### src/rtl/pps_pkg.sv
package pps_pkg;
    typedef enum logic [1:0] {S_IDLE, S_FRAME, S_ISSUE, S_GAP} seq_state_e;
    typedef enum logic {DIR_UP, DIR_DOWN} seq_dir_e;

    typedef struct packed {
        logic       is_dac;
        logic [2:0] addr;
        logic [7:0] data;
        logic [7:0] base;
        logic       last;
    } step_t;

    localparam int UP_STEPS = 16;
    localparam int DN_STEPS = 9;
    localparam int IDX_W    = $clog2(UP_STEPS);

    localparam logic [2:0] RG_RES   = 3'd0;
    localparam logic [2:0] RG_PHASE = 3'd1;
    localparam logic [2:0] RG_PWR0  = 3'd3;
    localparam logic [2:0] RG_PWR1  = 3'd4;
    localparam logic [2:0] RG_PIF   = 3'd6;
    localparam logic [2:0] RG_POL   = 3'd7;

    localparam logic [7:0] COMV_FALLBACK = 8'd125;
    localparam logic [3:0] QVGA_PHASE    = 4'd9;
endpackage

### src/rtl/pps_timer.sv
module pps_timer #(
    parameter int CW = 8
) (
    input  logic          clk,
    input  logic          rst_n,
    input  logic          load,
    input  logic [CW-1:0] load_val,
    output logic          expired
);
    logic [CW-1:0] cnt_d, cnt_q;

    always_comb begin
        if (load)
            cnt_d = load_val;
        else if (cnt_q != '0)
            cnt_d = cnt_q - 1'b1;
        else
            cnt_d = cnt_q;
    end

    always_ff @(posedge clk or negedge rst_n) begin
        if (!rst_n) cnt_q <= '0;
        else        cnt_q <= cnt_d;
    end

    assign expired = (cnt_q == '0);

    // a nonzero load leaves the timer running on the next cycle
    a_r9_timer_loads: assert property (@(posedge clk) disable iff (!rst_n)
        (load && load_val != '0) |=> !expired);
endmodule

### src/rtl/pps_step_rom.sv
module pps_step_rom
    import pps_pkg::*;
(
    input  seq_dir_e         dir,
    input  logic [IDX_W-1:0] idx,
    input  logic             qvga,
    input  logic [3:0]       phase,
    input  logic             phase_ok,
    input  logic [7:0]       comv,
    output step_t            step
);
    function automatic step_t wr(input logic [2:0] a, input logic [7:0] d);
        step_t s;
        s = '0;
        s.addr = a;
        s.data = d;
        return s;
    endfunction

    function automatic step_t dac(input logic [7:0] b, input logic [7:0] v);
        step_t s;
        s = '0;
        s.is_dac = 1'b1;
        s.base   = b;
        s.data   = v;
        return s;
    endfunction

    logic [7:0] phase_byte;
    logic [7:0] comv_eff;

    always_comb begin
        if (qvga)          phase_byte = {3'b000, QVGA_PHASE, 1'b1};
        else if (phase_ok) phase_byte = {3'b000, phase, 1'b1};
        else               phase_byte = 8'h01;
        comv_eff = (comv == 8'h00) ? COMV_FALLBACK : comv;
    end

    always_comb begin
        step = '0;
        if (dir == DIR_UP) begin
            unique case (idx)
                4'd0:  step = wr(RG_PIF,  8'h1F);
                4'd1:  step = wr(RG_PWR0, 8'h03);
                4'd2:  step = wr(RG_PWR1, 8'h00);
                4'd3:  step = wr(RG_PWR1, 8'h04);
                4'd4:  step = wr(RG_PWR0, 8'h07);
                4'd5:  step = wr(RG_PIF,  8'h09);
                4'd6:  step = dac(8'h04, comv_eff);
                4'd7:  step = wr(RG_PWR0, 8'h17);
                4'd8:  step = wr(RG_PWR1, 8'h06);
                4'd9:  step = wr(RG_PIF,  8'h01);
                4'd10: step = wr(RG_PWR0, 8'h1F);
                4'd11: step = wr(RG_PWR1, 8'h07);
                4'd12: step = wr(RG_PIF,  8'h00);
                4'd13: step = wr(RG_PHASE, phase_byte);
                4'd14: step = wr(RG_POL,  8'h00);
                default: step = wr(RG_RES, {7'b0, qvga});
            endcase
            step.last = (idx == IDX_W'(UP_STEPS - 1));
        end else begin
            unique case (idx)
                4'd0:  step = wr(RG_PWR1, 8'h06);
                4'd1:  step = wr(RG_PIF,  8'h08);
                4'd2:  step = wr(RG_PWR0, 8'h14);
                4'd3:  step = dac(8'h14, 8'h00);
                4'd4:  step = wr(RG_PWR1, 8'h04);
                4'd5:  step = wr(RG_PWR0, 8'h04);
                4'd6:  step = wr(RG_PIF,  8'h1E);
                4'd7:  step = wr(RG_PWR0, 8'h00);
                default: step = wr(RG_PWR1, 8'h00);
            endcase
            step.last = (idx >= IDX_W'(DN_STEPS - 1));
        end
    end
endmodule

### src/rtl/panel_pwr_seq.sv
module panel_pwr_seq
    import pps_pkg::*;
#(
    parameter int STEP_GAP   = 16,
    parameter int FRAME_WAIT = 1_670_000
) (
    input  logic       clk,
    input  logic       rst_n,
    input  logic       up_cmd,
    input  logic       up_qvga,
    input  logic [3:0] phase_val,
    input  logic       phase_ok,
    input  logic [7:0] comv_set,
    input  logic       down_cmd,
    output logic [2:0] wr_addr,
    output logic [7:0] wr_data,
    output logic       wr_valid,
    input  logic       wr_ready,
    output logic       dac_req,
    output logic [7:0] dac_base,
    output logic [7:0] dac_value,
    input  logic       dac_done,
    output logic       busy,
    output logic       active
);
    localparam int MAXW = (FRAME_WAIT > STEP_GAP) ? FRAME_WAIT : STEP_GAP;
    localparam int CW   = $clog2(MAXW + 1);

    typedef struct packed {
        seq_state_e       state;
        seq_dir_e         dir;
        logic [IDX_W-1:0] idx;
        logic             qvga;
        logic [3:0]       phase;
        logic             phase_ok;
        logic [7:0]       comv;
        logic             active;
    } seq_t;

    seq_t          seq_d, seq_q;
    step_t         step;
    logic          tmr_load;
    logic [CW-1:0] tmr_val;
    logic          tmr_expired;
    logic          hs_done;

    pps_step_rom u_rom (
        .dir      (seq_q.dir),
        .idx      (seq_q.idx),
        .qvga     (seq_q.qvga),
        .phase    (seq_q.phase),
        .phase_ok (seq_q.phase_ok),
        .comv     (seq_q.comv),
        .step     (step)
    );

    pps_timer #(.CW(CW)) u_tmr (
        .clk      (clk),
        .rst_n    (rst_n),
        .load     (tmr_load),
        .load_val (tmr_val),
        .expired  (tmr_expired)
    );

    assign hs_done = step.is_dac ? dac_done : wr_ready;

    always_comb begin
        seq_d    = seq_q;
        tmr_load = 1'b0;
        tmr_val  = '0;
        unique case (seq_q.state)
            S_IDLE: begin
                if (down_cmd && seq_q.active) begin
                    seq_d.state = S_FRAME;
                    seq_d.dir   = DIR_DOWN;
                    seq_d.idx   = '0;
                    tmr_load    = 1'b1;
                    tmr_val     = CW'(FRAME_WAIT);
                end else if (up_cmd) begin
                    seq_d.state    = S_ISSUE;
                    seq_d.dir      = DIR_UP;
                    seq_d.idx      = '0;
                    seq_d.qvga     = up_qvga;
                    seq_d.phase    = phase_val;
                    seq_d.phase_ok = phase_ok;
                    seq_d.comv     = comv_set;
                end
            end
            S_FRAME: begin
                if (tmr_expired) seq_d.state = S_ISSUE;
            end
            S_ISSUE: begin
                if (hs_done) begin
                    seq_d.state = S_GAP;
                    tmr_load    = 1'b1;
                    tmr_val     = CW'(STEP_GAP);
                end
            end
            default: begin
                if (tmr_expired) begin
                    if (step.last) begin
                        seq_d.state  = S_IDLE;
                        seq_d.active = (seq_q.dir == DIR_UP);
                    end else begin
                        seq_d.state = S_ISSUE;
                        seq_d.idx   = seq_q.idx + 1'b1;
                    end
                end
            end
        endcase
    end

    always_ff @(posedge clk or negedge rst_n) begin
        if (!rst_n) begin
            seq_q       <= '0;
            seq_q.state <= S_IDLE;
            seq_q.dir   <= DIR_UP;
        end else begin
            seq_q <= seq_d;
        end
    end

    assign wr_valid  = (seq_q.state == S_ISSUE) && !step.is_dac;
    assign dac_req   = (seq_q.state == S_ISSUE) &&  step.is_dac;
    assign wr_addr   = step.addr;
    assign wr_data   = step.data;
    assign dac_base  = step.base;
    assign dac_value = step.data;
    assign busy      = (seq_q.state != S_IDLE);
    assign active    = seq_q.active;

    // write request held stable until accepted
    a_r8_wr_hold: assert property (@(posedge clk) disable iff (!rst_n)
        (wr_valid && !wr_ready) |=> (wr_valid && $stable(wr_addr) && $stable(wr_data)));

    // DAC request held stable until done
    a_r8_dac_hold: assert property (@(posedge clk) disable iff (!rst_n)
        (dac_req && !dac_done) |=> (dac_req && $stable(dac_base) && $stable(dac_value)));

    // never two requests at once
    a_r8_exclusive: assert property (@(posedge clk) disable iff (!rst_n)
        !(wr_valid && dac_req));

    // a completed handshake is followed by a quiet cycle
    a_r9_gap_quiet: assert property (@(posedge clk) disable iff (!rst_n)
        ((wr_valid && wr_ready) || (dac_req && dac_done)) |=> (!wr_valid && !dac_req));

    // requests only while busy, and active steady while idle
    a_r12_req_busy: assert property (@(posedge clk) disable iff (!rst_n)
        (wr_valid || dac_req) |-> busy);
    a_r12_active_idle: assert property (@(posedge clk) disable iff (!rst_n)
        !busy |=> $stable(active));

    // power-down ignored while the panel is off
    a_r10_down_off: assert property (@(posedge clk) disable iff (!rst_n)
        (!busy && !active && down_cmd && !up_cmd) |=> !busy);
endmodule

### config.mk
export PLATFORM = sky130hd
export DESIGN_NAME = panel_pwr_seq
export DESIGN_NICKNAME = d
export VERILOG_FILES = /design/src/rtl/pps_pkg.sv /design/src/rtl/pps_timer.sv /design/src/rtl/pps_step_rom.sv /design/src/rtl/panel_pwr_seq.sv
export SDC_FILE = /design/constraint.sdc
export NUM_CORES = 1
export LEC_CHECK = 0
export ABC_AREA = 1
export BUFFER_PORTS_ARGS = -buffer_cell sky130_fd_sc_hd__buf_2
export CAP_MARGIN = 5
export CORE_MARGIN = 8
export CORE_UTILIZATION = 55
export DETAILED_ROUTE_END_ITERATION = 6
export PLACE_DENSITY_LB_ADDON = 0.1
export RECOVER_POWER = 25
export SYNTH_ARGS = -nofsm -noshare
export SYNTH_HDL_FRONTEND = slang
export SYNTH_HIERARCHICAL = 1
export SYNTH_SLANG_ARGS = --single-unit
### constraint.sdc
create_clock -name clk -period 3 [get_ports clk]
set_input_delay 0.15 -clock clk [delete_from_list [all_inputs] [get_ports clk]]
set_output_delay 0.15 -clock clk [all_outputs]
set_load 0.02 [all_outputs]
==> results of run 1 <==
==> critical path: stages, from the launching register on <==
cell and delay, ns:
dfrtp_1 0.48, inv_1 0.12, ha_1 0.25, inv_1 0.12, nor3_4 0.22, nand2_1 0.20, o21ai_2 0.15, nand2_1 0.09
and2_1 0.16, o21ai_1 0.24, inv_2 0.14, nand2_2 0.11, inv_2 0.12, o21ai_1 0.10, nand2_1 0.06
==> final timing paths <==
kind / cells after the start / from / endpoint / slack, ns
worst min-delay path: 3 / comv_set[6] / seq_q[7] / 0.07
worst min register to register: 2 / seq_q[12] / seq_q[12] / 0.50
worst max register to register: 14 / seq_q[15] / u_tmr/cnt_q[14] / 0.32
min in group asynchronous: 1 / rst_n / u_tmr/cnt_q[1] / 0.55
max in group asynchronous: 1 / rst_n / active / 1.09
worst max-delay path: 14 / seq_q[15] / u_tmr/cnt_q[14] / 0.32
==> cells in the mapped netlist (all sizes together) <==
cell,instances
ha,13
a21boi,4
conb,2
o211ai,1
o221ai,1
a21oi,6
o2111ai,1
inv,64
nand4,12
dfrtp,43
nand3b,1
xnor2,3
nor2,89
or2,1
nor4b,1
nand3,28
buf,23
o21ai,49
and2,1
clkbuf,2
o21bai,1
xor2,5
nand2,157
nor3,4
==> state kept, by name, indices dropped and copies added, names as in the netlist <==
name	flops
seq_q	21
u_tmr/cnt_q	21
active	1
==> final cells by class <==
cell class | count | area, sq um
Sequential cell | 43 | 1080
Inverter | 64 | 240
Timing Repair Buffer | 49 | 256
Clock buffer | 6 | 82.6
Clock inverter | 2 | 38.8
Tap cell | 75 | 93.8
Fill cell | 582 | 2190
Multi-Input combinational cell | 393 | 1970
==> power groups by stage <==
stage               Clock, mW  Combinational [mW]  Sequential [mW]
global route            0.523                1.51             1.04
global placement            0                1.27             1.00
finish                  0.487                1.32             1.00
floorplan                   0                1.08            0.952
detailed placement          0                1.31             1.01
CTS                     0.501                1.32             1.00
==> metrics by stage <==
stage                     utilization (%)  hold WS (ns)  total power [mW]  std cells
after floorplan                         -        -0.146              2.04        525
after global placement               61.1         0.360              2.27        624
after detailed placement             61.1         0.373              2.32        624
after CTS                            63.1        0.0394              2.82        632
after global routing                 63.2        0.0627              3.07        632
final                                63.2        0.0717              2.80        632
==> kinds of logic after synthesis <==
| kind of cell | synth area share, % |
|---|---|
| simple gates | 38.6 |
| buf+inv | 12.4 |
| compound gates | 10.5 |
| flops | 31.4 |
| fa+ha+maj | 4.75 |
| xor+xnor | 2.05 |
| other cells | 0.219 |
==> cells in the final DEF, fill, tap and decap left out, types with 3 or more instances in the layout <==
cell / instances
a21boi_0: 3
a21oi_1: 6
buf_2: 43
buf_4: 5
clkbuf_8: 6
conb_1: 15
dfrtp_1: 43
ha_1: 13
inv_1: 57
inv_2: 7
nand2_1: 151
nand2_2: 6
nand3_1: 23
nand3_2: 4
nand4_1: 12
nor2_1: 75
nor2_2: 6
nor2_4: 8
nor3_1: 3
o21ai_0: 30
o21ai_1: 12
o21ai_2: 7
xnor2_1: 3
xor2_1: 5
==> per-layer routing <==
layer | GRT usage [%] | vias to the layer above
met4 | 6.63 | 0
met5 | 0 | -
met3 | 3.81 | 15
met1 | 21.5 | 1496
met2 | 34.0 | 71
li1 | - | 1667
==> impl_metrics.csv, run 1 <==
group,metric,value,unit
sta,final_max_slew_viol_count,44,
clock_tree,insertion_delay,0.30,ns
global_route,overflow,0,
power_and_ir_drop,p_comb_share,46.9,%
critical_path,cp_max_fo,13,
clock_tree,cts_tree,"yes",
synthesis,yosys.area.top_type_share,31.4,%
routing,postRouteWirelength,8070,um
place,gp_congestion,0.952,
clock_tree,h-tree-depth,2,
floorplanning,ios,51,
floorplanning,die_x,94.9,um
synthesis,yosys.area.top_type,"dfrtp_1",
synthesis,synth_seq_cells,43,
sta,final-setup-viol-count,0,
clock_tree,cts_buffers,5,
sta,fmax,373,MHz
min_path,min_path_type,"input pin to flop",
routing,wl_met1,3390,um
critical_path,timing_worst_setup_path_type,"flop to flop",
synthesis,ys_seq_area_share,31.4,%
run_status,status,"finished with violations",
synthesis,synthCells,512,
clock_tree,clk_pin_slew_worst_paths,0.09,ns
power_and_ir_drop,clockPowerShare,17.4,%
power_and_ir_drop,seq_power_share,35.7,%
place,dp_hpwl,6280,um
run_status,violations,"max-capacitance violations, max-slew violations",
final_layout,final_nets,589,
routing,drt.antenna.violating_nets,0,
routing,num_vias,3249,
final_layout,antennaDiodeCount,0,
sta,setup_tns,0,ns
synthesis,mappedNetlistArea,3420,sq um
critical_path,critical_path_arrival,2.87,ns
clock_tree,post_cts_resized,0,
global_route,grt_pass1_wl,13800,um
routing,wl_per_cell,12.8,um
floorplanning,die_h,94.9,um
routing,maxUsedRoutingLayer,"met4",
power_and_ir_drop,p_per_area,746,nW/um^2
final_layout,syn_to_final_growth,9.95,%
routing,dr_wl_met2,4090,um
routing,first_pass_iters,4,
sta,grt_setup_unrepaired,"no",
clock_tree,clk_path_buf_depth,2,
run,maxCapViolations,1,
synthesis,synth.area.top_cells,"dfrtp_1 31%, nand2_1 17%, nor2_1 8.2%",
critical_path,end_kind,"flop",
power_and_ir_drop,power_switching,1.28,mW
routing,drt_iter0_markers,171,
sta,fin_crit_sh,89.3,%
final_layout,drive_gt1_share,17.2,%
critical_path,crit_path_start_kind,"flop",
sta,hold_viol,0,
floorplanning,fp.dieArea,9000,sq um
power_and_ir_drop,swShare,45.7,%
sta,layout_setup_ws,0.321,ns
place,place_ws,0.210,ns
floorplanning,fp.coreArea,5960,sq um
sta,slew_headroom,-57.9,%
synthesis,yosysWarnings,6,
power_and_ir_drop,p_leak,1.98,nW
power_and_ir_drop,irDropWorstVdd,0.492,mV
global_route,first_global_vias,3101,
critical_path,required,3.19,ns
clock_tree,postCtsSetupBuffers,0,
clock_tree,postCtsHoldBufs,0,
global_route,antenna_found_initial,0,
sta,clock_skew,0.00920,ns
synthesis,synth.distinct_cells,36,
power_and_ir_drop,intPower,1.52,mW
routing,via_per_inst,5.14,
routing,drcViolationCount,0,
synthesis,syn_area_per_cell,6.68,sq um
final_layout,fin_area,3760,sq um
sta,tightest_slew,2.37,ns
sta,final.min_clock_period,2.68,ns
clock_tree,clock-sinks,43,
global_route,grt_max_degree,44,
place,place_area,3640,sq um
global_route,grtUsageTotal,18.9,%
floorplanning,initial_core_util,57.5,%
routing,dr_wl_met3,433,um
floorplanning,rows,28,
place,port_buffers,44,
clock_tree,cts_root_buf,"clkbuf_8",
Note: power is estimated with default switching activity, not from simulation.
==> inputs of run 2 (changes only) <==
Settings changed: SETUP_SLACK_MARGIN set to 0.4.
==> run 2 against run 1 <==
Net effect:
- the run still ends with max-capacitance violations, max-slew violations left
- sequential share of layout area shrank 0.19 points
- design area rose by 0.67%
- worst setup slack better by 0.32 ns
- cell count is 0.47% higher
- clock power fell by 4.5%
- first-iteration DRC count decreased by 2.3%
- power decreased by 1.5%
- critical path depth fell by 2
- via count shrank 0.22%
- critical path type unchanged
- clock-buffer cell count shrank 1
==> impl_metrics.csv, run 2 (synthesis results as in run 1) <==
group,metric,value,unit
run_status,status,"finished with violations",
run_status,violations,"max-capacitance violations, max-slew violations",
clock_tree,clk_path_buf_depth,2,
critical_path,regToRegStartpoint,"seq_q[16]",
power_and_ir_drop,intPower,1.50,mW
place,dp_hpwl,6160,um
final_layout,final_cell_mix,"150 x nand2_1, 75 x nor2_1, 57 x inv_1, 43 x dfrtp_1, 43 x buf_2",
final_layout,syn_to_final_growth,10.7,%
min_path,hp-start,"comv_set[6]",
global_route,first_global_vias,3138,
power_and_ir_drop,irDropWorstVdd,0.542,mV
final_layout,final_nets,592,
critical_path,r2r_end,"u_tmr/cnt_q[11]",
critical_path,path_buf_inv,2,
min_path,holdPathEnd,"seq_q[7]",
place,port_buffers,44,
routing,drt.antenna.violating_nets,0,
clock_tree,cts_buffers,5,
critical_path,crit_path_start_kind,"flop",
sta,slew_headroom,-58.7,%
critical_path,r2r_cells,12,
critical_path,regToRegSetupSlack,0.64,ns
global_route,grt_max_degree,44,
final_layout,drive_gt1_share,18.2,%
power_and_ir_drop,p_comb_share,47.1,%
sta,hold_viol,0,
routing,drcViolationCount,0,
critical_path,cp_slowest_cell,"dfrtp_1",
sta,final_max_slew_viol_count,44,
sta,clock_skew,0.0121,ns
routing,num_vias,3242,
floorplanning,initial_core_util,57.5,%
sta,fin_crit_sh,78.7,%
floorplanning,die_h,94.9,um
sta,fmax,423,MHz
critical_path,timing_worst_setup_path_type,"flop to flop",
place,gp_congestion,0.974,
power_and_ir_drop,power_switching,1.27,mW
critical_path,cp_cell_sequence,"ha_2, inv_1, nor3_4, nand2_2, o21ai_2, nand2_1, and2_1, o21ai_2, inv_2, nand4_1, o21ai_0, nor2_1",
sta,tightest_slew,2.38,ns
critical_path,critical_path_arrival,2.60,ns
power_and_ir_drop,swShare,45.8,%
floorplanning,ios,51,
global_route,grt_pass1_wl,13800,um
sta,whs,0.0643,ns
clock_tree,clock-sinks,43,
min_path,min_path_cells,3,
critical_path,end_kind,"flop",
power_and_ir_drop,p_leak,1.99,nW
floorplanning,die_x,94.9,um
power_and_ir_drop,p_per_area,730,nW/um^2
final_layout,final_cell_count_no_fill,635,
floorplanning,fp.coreArea,5960,sq um
power_and_ir_drop,clockPowerShare,16.8,%
clock_tree,cts_root_buf,"clkbuf_8",
final_layout,fill_cells,577,
routing,wl_per_cell,12.7,um
min_path,min_path_type,"input pin to flop",
sta,grt_setup_unrepaired,"no",
global_route,antenna_found_initial,0,
clock_tree,h-tree-depth,2,
clock_tree,cts_tree,"yes",
global_route,overflow,0,
power_and_ir_drop,seq_power_share,36.1,%
critical_path,critPathMaxStageDelay,0.46,ns
critical_path,cpMostUsedCell,"o21ai_2",
clock_tree,insertion_delay,0.31,ns
routing,first_pass_iters,4,
final_layout,antennaDiodeCount,0,
routing,via_per_inst,5.11,
clock_tree,clk_pin_slew_worst_paths,0.09,ns
floorplanning,rows,28,
floorplanning,fp.dieArea,9000,sq um
critical_path,cp_max_fo,10,
place,dp.cells,625,
sta,final-setup-viol-count,0,
critical_path,critPathTopFamily,"simple AND/OR/NAND/NOR gates",
sta,setup_tns,0,ns
final_layout,mostFrequentLayoutCell,"nand2_1",
run,maxCapViolations,1,
critical_path,required,3.24,ns
global_route,grtUsageTotal,18.8,%
routing,postRouteWirelength,8030,um
sta,final.min_clock_period,2.36,ns
routing,drt_iter0_markers,167,
## run 2: worst max-delay path by stage
stage	startpoint	end	cells past startpoint
after floorplan	seq_q[15]	u_tmr/cnt_q[15]	16
after global placement	seq_q[16]	u_tmr/cnt_q[9]	13
after detailed placement	seq_q[16]	u_tmr/cnt_q[14]	13
after CTS	seq_q[16]	u_tmr/cnt_q[9]	13
after global routing	seq_q[15]	u_tmr/cnt_q[7]	14
final	seq_q[16]	u_tmr/cnt_q[11]	12
## run 2: repair_timing
item / CTS / global route
hold buffers: 0 / 0
setup endpoints to repair: 0 / 21
gates resized for setup: 0 / 5
setup buffers: 0 / 2
## run 2: layout make-up
class	instances	area [sq um]	area share, %
Inverter	64	243	6.41
Tap cell	75	93.8	2.48
Clock inverter	3	43.8	1.16
Timing Repair Buffer	52	279	7.37
Multi-Input combinational cell	393	1980	52.4
Clock buffer	5	68.8	1.82
Sequential cell	43	1080	28.4
## run 2: routing by layer
layer	GRT usage [%]	wire length, um
met5	0	0
met4	7.28	132
met3	3.17	493
met2	33.5	3950
met1	21.8	3460
## run 2: through the flow
stage	setup slack [ns]	utilization (%)	instance area (sq um)	power, mW
CTS	0.426	63.2	3760	2.77
global route	0.389	63.6	3790	3.02
detailed placement	0.450	61.3	3650	2.30
finish	0.639	63.6	3790	2.76
floorplan	0.460	-	3480	2.04
global placement	0.569	61.3	3650	2.27
## run 2: tightest hold or removal path, stage by stage
cell and delay (ns):
buf_2 0.09, inv_1 0.04, o21ai_1 0.06
## run 2: power by group through the flow
stage                     sequential (mW)  clock, mW  combinational [mW]
final                               0.997      0.465                1.30
after global routing                 1.03      0.496                1.50
after CTS                           0.998      0.477                1.30
after floorplan                     0.952          0                1.09
after global placement               1.00          0                1.26
after detailed placement             1.01          0                1.29
